File: src/rtl/tdma_sel_pkg.sv
package tdma_sel_pkg;
    typedef enum logic [1:0] {
        ST_IDLE   = 2'd0,
        ST_PROBE  = 2'd1,
        ST_REPORT = 2'd2
    } sel_state_e;
endpackage

File: src/rtl/tdma_sel_lfsr.sv
module tdma_sel_lfsr #(
    parameter int          W    = 16,
    parameter logic [W-1:0] TAPS = 16'hB400
) (
    input  logic         clk,
    input  logic         rst_n,
    input  logic         load,
    input  logic [W-1:0] load_val,
    input  logic         step,
    output logic [W-1:0] state
);
    logic [W-1:0] state_q;
    logic         fb;

    assign fb = ^(state_q & TAPS);

    always_ff @(posedge clk or negedge rst_n) begin
        if (!rst_n) begin
            state_q <= W'(1);
        end else if (load) begin
            state_q <= (load_val == '0) ? W'(1) : load_val;
        end else if (step) begin
            state_q <= {state_q[W-2:0], fb};
        end
    end

    assign state = state_q;
endmodule

File: src/rtl/tdma_sel_draw.sv
module tdma_sel_draw #(
    parameter int RW       = 16,
    parameter int PROB_MAX = 100,
    parameter int PROB_W   = 7
) (
    input  logic [RW-1:0]     rnd,
    input  logic [PROB_W-1:0] thr,
    output logic [PROB_W-1:0] draw,
    output logic              accept
);
    always_comb begin
        draw   = PROB_W'(int'(rnd) % (PROB_MAX + 1));
        accept = (draw <= thr);
    end
endmodule

File: src/rtl/tdma_slot_wrap.sv
module tdma_slot_wrap #(
    parameter int NUM_SLOTS = 2250,
    parameter int SLOT_W    = 12
) (
    input  logic [SLOT_W-1:0] cur,
    output logic [SLOT_W-1:0] nxt
);
    always_comb begin
        if (cur >= SLOT_W'(NUM_SLOTS - 1)) nxt = '0;
        else                               nxt = cur + SLOT_W'(1);
    end
endmodule

File: src/rtl/tdma_slot_picker.sv
module tdma_slot_picker
    import tdma_sel_pkg::*;
#(
    parameter int NUM_SLOTS    = 2250,
    parameter int LFSR_W       = 16,
    parameter logic [LFSR_W-1:0] LFSR_TAPS = 16'hB400,
    parameter int PROB_MAX     = 100,
    parameter int THR_INIT_MAX = 10,
    parameter int THR_STEP     = 10,
    localparam int SLOT_W      = $clog2(NUM_SLOTS),
    localparam int PROB_W      = $clog2(PROB_MAX + 1)
) (
    input  logic              clk,
    input  logic              rst_n,
    input  logic              seed_wr,
    input  logic [LFSR_W-1:0] seed_val,
    input  logic              start,
    input  logic [SLOT_W-1:0] start_slot,
    input  logic [SLOT_W-1:0] span_len,
    input  logic [PROB_W-1:0] persist_init,
    output logic [SLOT_W-1:0] cand_slot,
    input  logic              cand_taken,
    output logic              hunting,
    output logic              done,
    output logic              fail,
    output logic [SLOT_W-1:0] chosen_slot
);
    sel_state_e        state_q, state_d;
    logic [SLOT_W-1:0] cur_q, left_q, last_free_q, chosen_q, next_slot;
    logic [PROB_W-1:0] thr_q, thr_start, thr_bumped, draw;
    logic              seen_free_q, fail_q;
    logic              probing, is_free, take_it, final_cand;
    logic [LFSR_W-1:0] rnd;

    assign probing    = (state_q == ST_PROBE);
    assign is_free    = probing && !cand_taken;
    assign final_cand = (left_q == SLOT_W'(1));

    tdma_sel_lfsr #(.W(LFSR_W), .TAPS(LFSR_TAPS)) u_lfsr (
        .clk(clk), .rst_n(rst_n), .load(seed_wr), .load_val(seed_val),
        .step(is_free), .state(rnd)
    );

    tdma_sel_draw #(.RW(LFSR_W), .PROB_MAX(PROB_MAX), .PROB_W(PROB_W)) u_draw (
        .rnd(rnd), .thr(thr_q), .draw(draw), .accept(take_it)
    );

    tdma_slot_wrap #(.NUM_SLOTS(NUM_SLOTS), .SLOT_W(SLOT_W)) u_wrap (
        .cur(cur_q), .nxt(next_slot)
    );

    always_comb begin
        thr_start = (int'(persist_init) > THR_INIT_MAX) ? PROB_W'(THR_INIT_MAX) : persist_init;
        if (int'(thr_q) + THR_STEP >= PROB_MAX) thr_bumped = PROB_W'(PROB_MAX);
        else                                   thr_bumped = thr_q + PROB_W'(THR_STEP);
    end

    // next-state logic
    always_comb begin
        state_d = state_q;
        unique case (state_q)
            ST_IDLE: begin
                if (start) state_d = (span_len == '0) ? ST_REPORT : ST_PROBE;
            end
            ST_PROBE: begin
                if ((is_free && take_it) || final_cand) state_d = ST_REPORT;
            end
            ST_REPORT: state_d = ST_IDLE;
            default:   state_d = ST_IDLE;
        endcase
    end

    // state register
    always_ff @(posedge clk or negedge rst_n) begin
        if (!rst_n) state_q <= ST_IDLE;
        else        state_q <= state_d;
    end

    // candidate walk and result registers
    always_ff @(posedge clk or negedge rst_n) begin
        if (!rst_n) begin
            cur_q       <= '0;
            left_q      <= '0;
            thr_q       <= '0;
            last_free_q <= '0;
            seen_free_q <= 1'b0;
            chosen_q    <= '0;
            fail_q      <= 1'b0;
        end else begin
            if (state_q == ST_IDLE && start) begin
                cur_q       <= (start_slot >= SLOT_W'(NUM_SLOTS)) ? start_slot - SLOT_W'(NUM_SLOTS) : start_slot;
                left_q      <= span_len;
                thr_q       <= thr_start;
                seen_free_q <= 1'b0;
                if (span_len == '0) fail_q <= 1'b1;
            end else if (probing) begin
                cur_q  <= next_slot;
                left_q <= left_q - SLOT_W'(1);
                if (is_free) begin
                    last_free_q <= cur_q;
                    seen_free_q <= 1'b1;
                    if (!take_it) thr_q <= thr_bumped;
                end
                if (is_free && take_it) begin
                    chosen_q <= cur_q;
                    fail_q   <= 1'b0;
                end else if (final_cand) begin
                    if (is_free) begin
                        chosen_q <= cur_q;
                        fail_q   <= 1'b0;
                    end else if (seen_free_q) begin
                        chosen_q <= last_free_q;
                        fail_q   <= 1'b0;
                    end else begin
                        fail_q   <= 1'b1;
                    end
                end
            end
        end
    end

    // outputs
    always_comb begin
        hunting     = probing;
        done        = (state_q == ST_REPORT);
        cand_slot   = cur_q;
        chosen_slot = chosen_q;
        fail        = fail_q;
    end
endmodule

File: config.mk
export PLATFORM = sky130hd
export DESIGN_NAME = tdma_slot_picker
export DESIGN_NICKNAME = d
export VERILOG_FILES = /design/src/rtl/tdma_sel_pkg.sv /design/src/rtl/tdma_sel_lfsr.sv /design/src/rtl/tdma_sel_draw.sv /design/src/rtl/tdma_slot_wrap.sv /design/src/rtl/tdma_slot_picker.sv
export SDC_FILE = /design/constraint.sdc
export NUM_CORES = 1
export LEC_CHECK = 0
export BUFFER_PORTS_ARGS = -buffer_cell sky130_fd_sc_hd__buf_2
export CAP_MARGIN = 25
export CELL_PAD_IN_SITES_DETAIL_PLACEMENT = 0
export CELL_PAD_IN_SITES_GLOBAL_PLACEMENT = 1
export CORE_MARGIN = 2
export CORE_UTILIZATION = 42
export DETAILED_ROUTE_END_ITERATION = 12
export PLACE_DENSITY = 0.85
export SETUP_SLACK_MARGIN = 0.02
export SYNTH_ARGS = -nofsm -noshare
export SYNTH_HDL_FRONTEND = slang
export SYNTH_HIERARCHICAL = 1
export SYNTH_SLANG_ARGS = --single-unit
export TNS_END_PERCENT = 50
File: constraint.sdc
create_clock -name clk -period 10.9 [get_ports clk]
set_input_delay 0.545 -clock clk [delete_from_list [all_inputs] [get_ports clk]]
set_output_delay 0.545 -clock clk [all_outputs]
set_load 0.005 [all_outputs]
## After elaboration in Yosys (flattened, before gate mapping)

Cells that the tools add are included.
Widths: inputs -> output; s select.

- Bitwise operators: 1
- Reductions and logical operators: 21
- Equality and inequality tests: 7
- Shift-type cells: 0
- Multiply operators: 0
- Divide/modulo/power cells: 1
- Multiplexer cells: 33
- Magnitude comparators: 5
- Add/subtract/negate cells: 5

Operators with widths:

| cell | count |
|---|---|
| $mux 12 | 10 |
| $mux 16 | 3 |
| $mux 7 | 6 |
| $mod 17x8->32 const B | 1 |
| $ge 12x12->1 const B | 2 |
| $logic_not 16->1 | 1 |
| $reduce_xor 16->1 | 1 |
| $add 12x1->12 const B | 1 |
| $eq 12x1->1 const B | 1 |
| $logic_not 12->1 | 1 |
| $sub 12x1->12 const B | 1 |
| $sub 12x12->12 const B | 1 |
| $mux 1 | 10 |
| $reduce_and 3->1 | 3 |
| $add 7x4->8 const B | 1 |
| $ge 8x7->1 const B | 1 |
| $reduce_bool 2->1 | 4 |
| $add 7x4->7 const B | 1 |
| $gt 7x4->1 const B | 1 |
| $le 7x7->1 | 1 |
| $mux 2 | 3 |
| $reduce_bool 3->1 | 2 |
| $ne 2x1->1 const B | 2 |
| $ne 2x2->1 const B | 2 |
| 10 further kinds | 13 |

- Flip-flop bits (word level): 75
- Latch bits: 0
- Output and inout bits: 27
- Memory bits (read-only): 0
- Bits of input ports: 52
- Memories: 0
- RAM bits: 0
- Word-level logic and storage cells: 82

## Depth between registers and ports, before layout

- Word-level depth: 7
- Gate-level depth with buffers: 54
- Mapped depth without buffers: 46

## By module

The synthesis kept the hierarchy.

Modules (own cells, without submodules):

| module | times used | cells each | area each (um^2) | seq. area each (um^2) |
|---|---|---|---|---|
| tdma_sel_draw | 1 | 637 | 4445.5 | 0.0 |
| tdma_slot_picker | 1 | 318 | 3241.9 | 1476.4 |
| tdma_sel_lfsr | 1 | 77 | 795.8 | 401.6 |
| tdma_slot_wrap | 1 | 55 | 369.1 | 0.0 |

## Worst setup path after synthesis

No wires, ideal clock.

- Path kind: flip-flop to flip-flop
- From: reg u_lfsr.state_q[12] (netlist: u_lfsr/state[12])
- To: reg chosen_q[10] (netlist: chosen_slot[10])
- Required time: 10.775 ns
- Data arrival time: 11.270 ns
- Setup time: 0.125 ns
- Path slack: -0.495 ns
- Period minus slack after synthesis: 11.395 ns
- Buffers on the path: 6
- Stages on the path, launching flop included: 50
- Cells stage by stage: dfrtp_1 -> clkbuf_1 -> nor2_1 -> a21boi_0 -> ha_1 -> nor2b_1 -> o211ai_2 -> a211oi_2 -> o2111ai_2 -> and2_1 -> buf_6 -> o32ai_2 -> nand3_2 -> or3_1 -> or4_4 -> a221oi_4 -> o31ai_2 -> or3_1 -> [... 14 more ...] -> and2_4 -> xnor2_1 -> ha_1 -> nand2b_1 -> a2111oi_2 -> o211a_1 -> a2111oi_2 -> ha_1 -> a21oi_1 -> nor2b_1 -> o21ai_0 -> o21ai_0 -> o22ai_1 -> or2b_2 -> a21o_4 -> nor2_8 -> buf_12 -> mux2_4

- Word-level cells in the longest chain between the ends: 5
- Elaborated cells between the ends (all ways): 7
- Those cells by class: div: 1; order compare: 1; mux: 1; reduce/logical: 4

RTL lines:

| what | RTL line | source |
|---|---|---|
| from (decl) | tdma_sel_lfsr.sv:12 | `logic [W-1:0] state_q;` |
| from (signal assigned) | tdma_sel_lfsr.sv:21 | `state_q <= (load_val == '0) ? W'(1) : load_val;` |
| from (signal assigned) | tdma_sel_lfsr.sv:23 | `state_q <= {state_q[W-2:0], fb};` |
| $mod 17x8->32 (*) | tdma_sel_draw.sv:12 | `draw = PROB_W'(int'(rnd) % (PROB_MAX + 1));` |
| named net draw[4] | tdma_slot_picker.sv:30 | `logic [PROB_W-1:0] thr_q, thr_start, thr_bumped, draw;` |
| $le 7x7->1 (*) | tdma_sel_draw.sv:13 | `accept = (draw <= thr);` |
| named net take_it | tdma_slot_picker.sv:32 | `logic probing, is_free, take_it, final_cand;` |
| $logic_and 1x1->1 (*) | tdma_slot_picker.sv:104 | `if (is_free && take_it) begin` |
| $reduce_bool 3->1 (no line) or $reduce_bool 2->1 (tied branches) | -- |  |
| $reduce_and 4->1 (no line) | -- |  |
| to (signal assigned) | tdma_slot_picker.sv:105 | `chosen_q <= cur_q;` |
| to (signal assigned) | tdma_slot_picker.sv:109 | `chosen_q <= cur_q;` |
| to (signal assigned) | tdma_slot_picker.sv:112 | `chosen_q <= last_free_q;` |
| to (decl) | tdma_slot_picker.sv:29 | `logic [SLOT_W-1:0] cur_q, left_q, last_free_q, chosen_q, next_slot;` |

Mark *: on every way through the listed nets, which the timed path passes. The rest lies on a longest branch.
A chain may end at the register's enable or synchronous reset.

## Worst setup path after layout

- From: reg u_lfsr.state_q[10] (netlist: u_lfsr/state[10])
- To: reg chosen_q[2] (netlist: chosen_slot[2])

Same word-level chain as after synthesis.

==> summary.md <==
| Metric | Value |
|---|---|
| Status | finished clean |
| WL per Instance | 18.37 µm |
| Die area | 0.02223 mm² |
| R2r endpoint | chosen_slot[2] |
| Deepest clock path buffer count | 2 |
| Setup tns final | 0 ns |
| CP Data Arrival Time | 10.83 ns |
| Final Hold Viols | 0 |
| Vias in the first global route | 8522 |
| Syn. warnings | 6 |
| Crit path max-delay cell type | or4_4 |
| Finish-stage setup viols | 0 |
| Max-slew violations | 0 |
| GR Util All Layers | 0.2319 |
| Max_cap viols | 0 |
| CP Launch Point | u_lfsr/state[10] |
| Synthesized area | 0.008843 mm² |
| CP Capture Type | flip-flop |
| Drt drc | 0 |
| Initial antenna violation count | 0 |
| Worst-margin pin slew | 1.045 ns |
| Crit-path max FO | 8 |
| Avg Inst Size Synth | 8.143 µm² |
| Effective utilization at floorplan | 0.4247 |
| Ports | 79 |
| Diodes inserted | 0 |
| GRT overflow | 0 |
| Final Instance Area | 0.01113 mm² |
| DP Wirelength | 19380 µm |
| CP startpoint kind | flip-flop |
| Worst rel slew slack | 0.2982 |
| Final net count | 1295 |
| R2R depth | 50 |
| Area delta synth->final | 25.82% |
| First-pass DRT Iterations | 5 |
| TritonCTS Buffers | 9 |
| Row Count | 53 |
| Clk sink count | 75 |
| Highest clock rate | 94.35 MHz |
| Worst skew pair latency | 0.34 ns |
| Antenna viol nets, final | 0 |
| Initial DRC count | 698 |
| Largest net degree at the start of global routing | 76 |
| Die height | 149.1 µm |
| Worst Hold Class | in2async |
| Dpl cell area | 0.009791 mm² |
| I/O Buffers | 78 |
| Root buf cell | clkbuf_16 |
| Worst r2r src | u_lfsr/state[10] |
| First-pass GRT wire length | 42810 µm |
| Setup crit end | chosen_slot[2] |
| Final core utilization | 0.5344 |
| Core area | 0.02082 mm² |
| Critical Path Max Stage Delay | 0.55 ns |
| Clock transition at path regs | 0.07 ns |
| Crit Path Class | reg2reg |
| Tcrit/Tclk final | 0.9724 |
| H-tree level count | 3 |
| Drt via density | 6.285 |
| Share of layout cells above drive strength 1 | 0.3173 |
| Synthesized instance count | 1086 |
| RD Place Congestion | 0.9107 |
| Die Wd | 149.1 µm |
| CP required | 11.13 ns |
| Min Tclk post-route | 10.60 ns |
| Syn Nets | 1157 |
| Clock Skews | 0.009273 ns |
| DR vias | 9452 |
| Reg2Reg Setup Slack | 0.30 ns |
| CTS tree | built |
| Total Wirelength | 27630 µm |
==> critical path: cells and delay by family (launching register included) <==
family	cells	cell delay, ns
compound gates	25	4.88
xor+xnor	2	0.36
fa+ha+maj	4	1.03
buf+inv	4	0.62
flops	1	0.40
mux	1	0.29
simple gates	14	2.90
==> repair_timing <==
item / in CTS / in global routing
resized for setup: 12 / 101
setup buffers: 5 / 39
hold buffers: 0 / 0
pin swaps: 4 / 46
gates cloned: 0 / 1
endpoints found under the setup margin: 13 / 22
==> routing by layer <==
layer | global-route usage | routed length [µm] | vias up | share of wire
met2 | 0.3823 | 13220 | 357 | 0.48
met4 | 0.05857 | 491 | 0 | 0.018
met3 | 0.03425 | 1608 | 40 | 0.058
met1 | 0.3194 | 12310 | 4584 | 0.45
li1 | - | - | 4471 | -
met5 | 0 | 0 | - | 0
==> flip-flops by register name (all words and copies together), names as in the netlist <==
register and count:
u_lfsr/state 16, cand_slot 12, state_q 2, last_free_q 12, thr_q 7, seen_free_q 1
chosen_slot 12, left_q 12, fail 1
==> area by class of cell <==
class | count | area [µm²]
well taps | 275 | 344.1
clock buffers | 10 | 229.0
clock inverters | 6 | 71.32
flip-flops and latches | 75 | 1879
multi-input cells | 917 | 7143
fillers | 1937 | 9696
repair buffers | 185 | 1325
inverters | 36 | 135.1
==> worst min-delay path by stage <==
stage,depth (start not counted),startpoint,to
CTS,1,rst_n,left_q[5]
floorplan,0,rst_n,cand_slot[0]
global placement,1,last_free_q[9],last_free_q[9]
detailed placement,1,last_free_q[2],last_free_q[2]
global route,1,rst_n,left_q[10]
finish,1,rst_n,left_q[11]
==> cell usage in the layout, fill, tap and decap left out, drive strengths merged, types with 16 or more instances in the layout <==
cell	instances
inv	36
nor2	75
nand3	55
mux2i	36
or3	17
xnor2	25
nand4	20
buf	184
a21oi	63
a211oi	16
nor3	34
nand2	94
mux2	31
o21ai	93
dfrtp	74
o211ai	21
ha	19
==> metrics by stage <==
stage          cells  setup WS, ns  hold WS [ns]
4_1_cts         1462       0.03626        0.3996
5_1_grt         1504       -0.1143       0.05310
3_3_place_gp    1440      -0.03993        0.4793
2_1_floorplan   1086       0.06711        0.2494
6_report        1504        0.3011       0.04531
3_5_place_dp    1441       -0.1813        0.4859
Power is not shown: default switching activity piles up to over one toggle a cycle in this logic, so the estimate is an artifact.
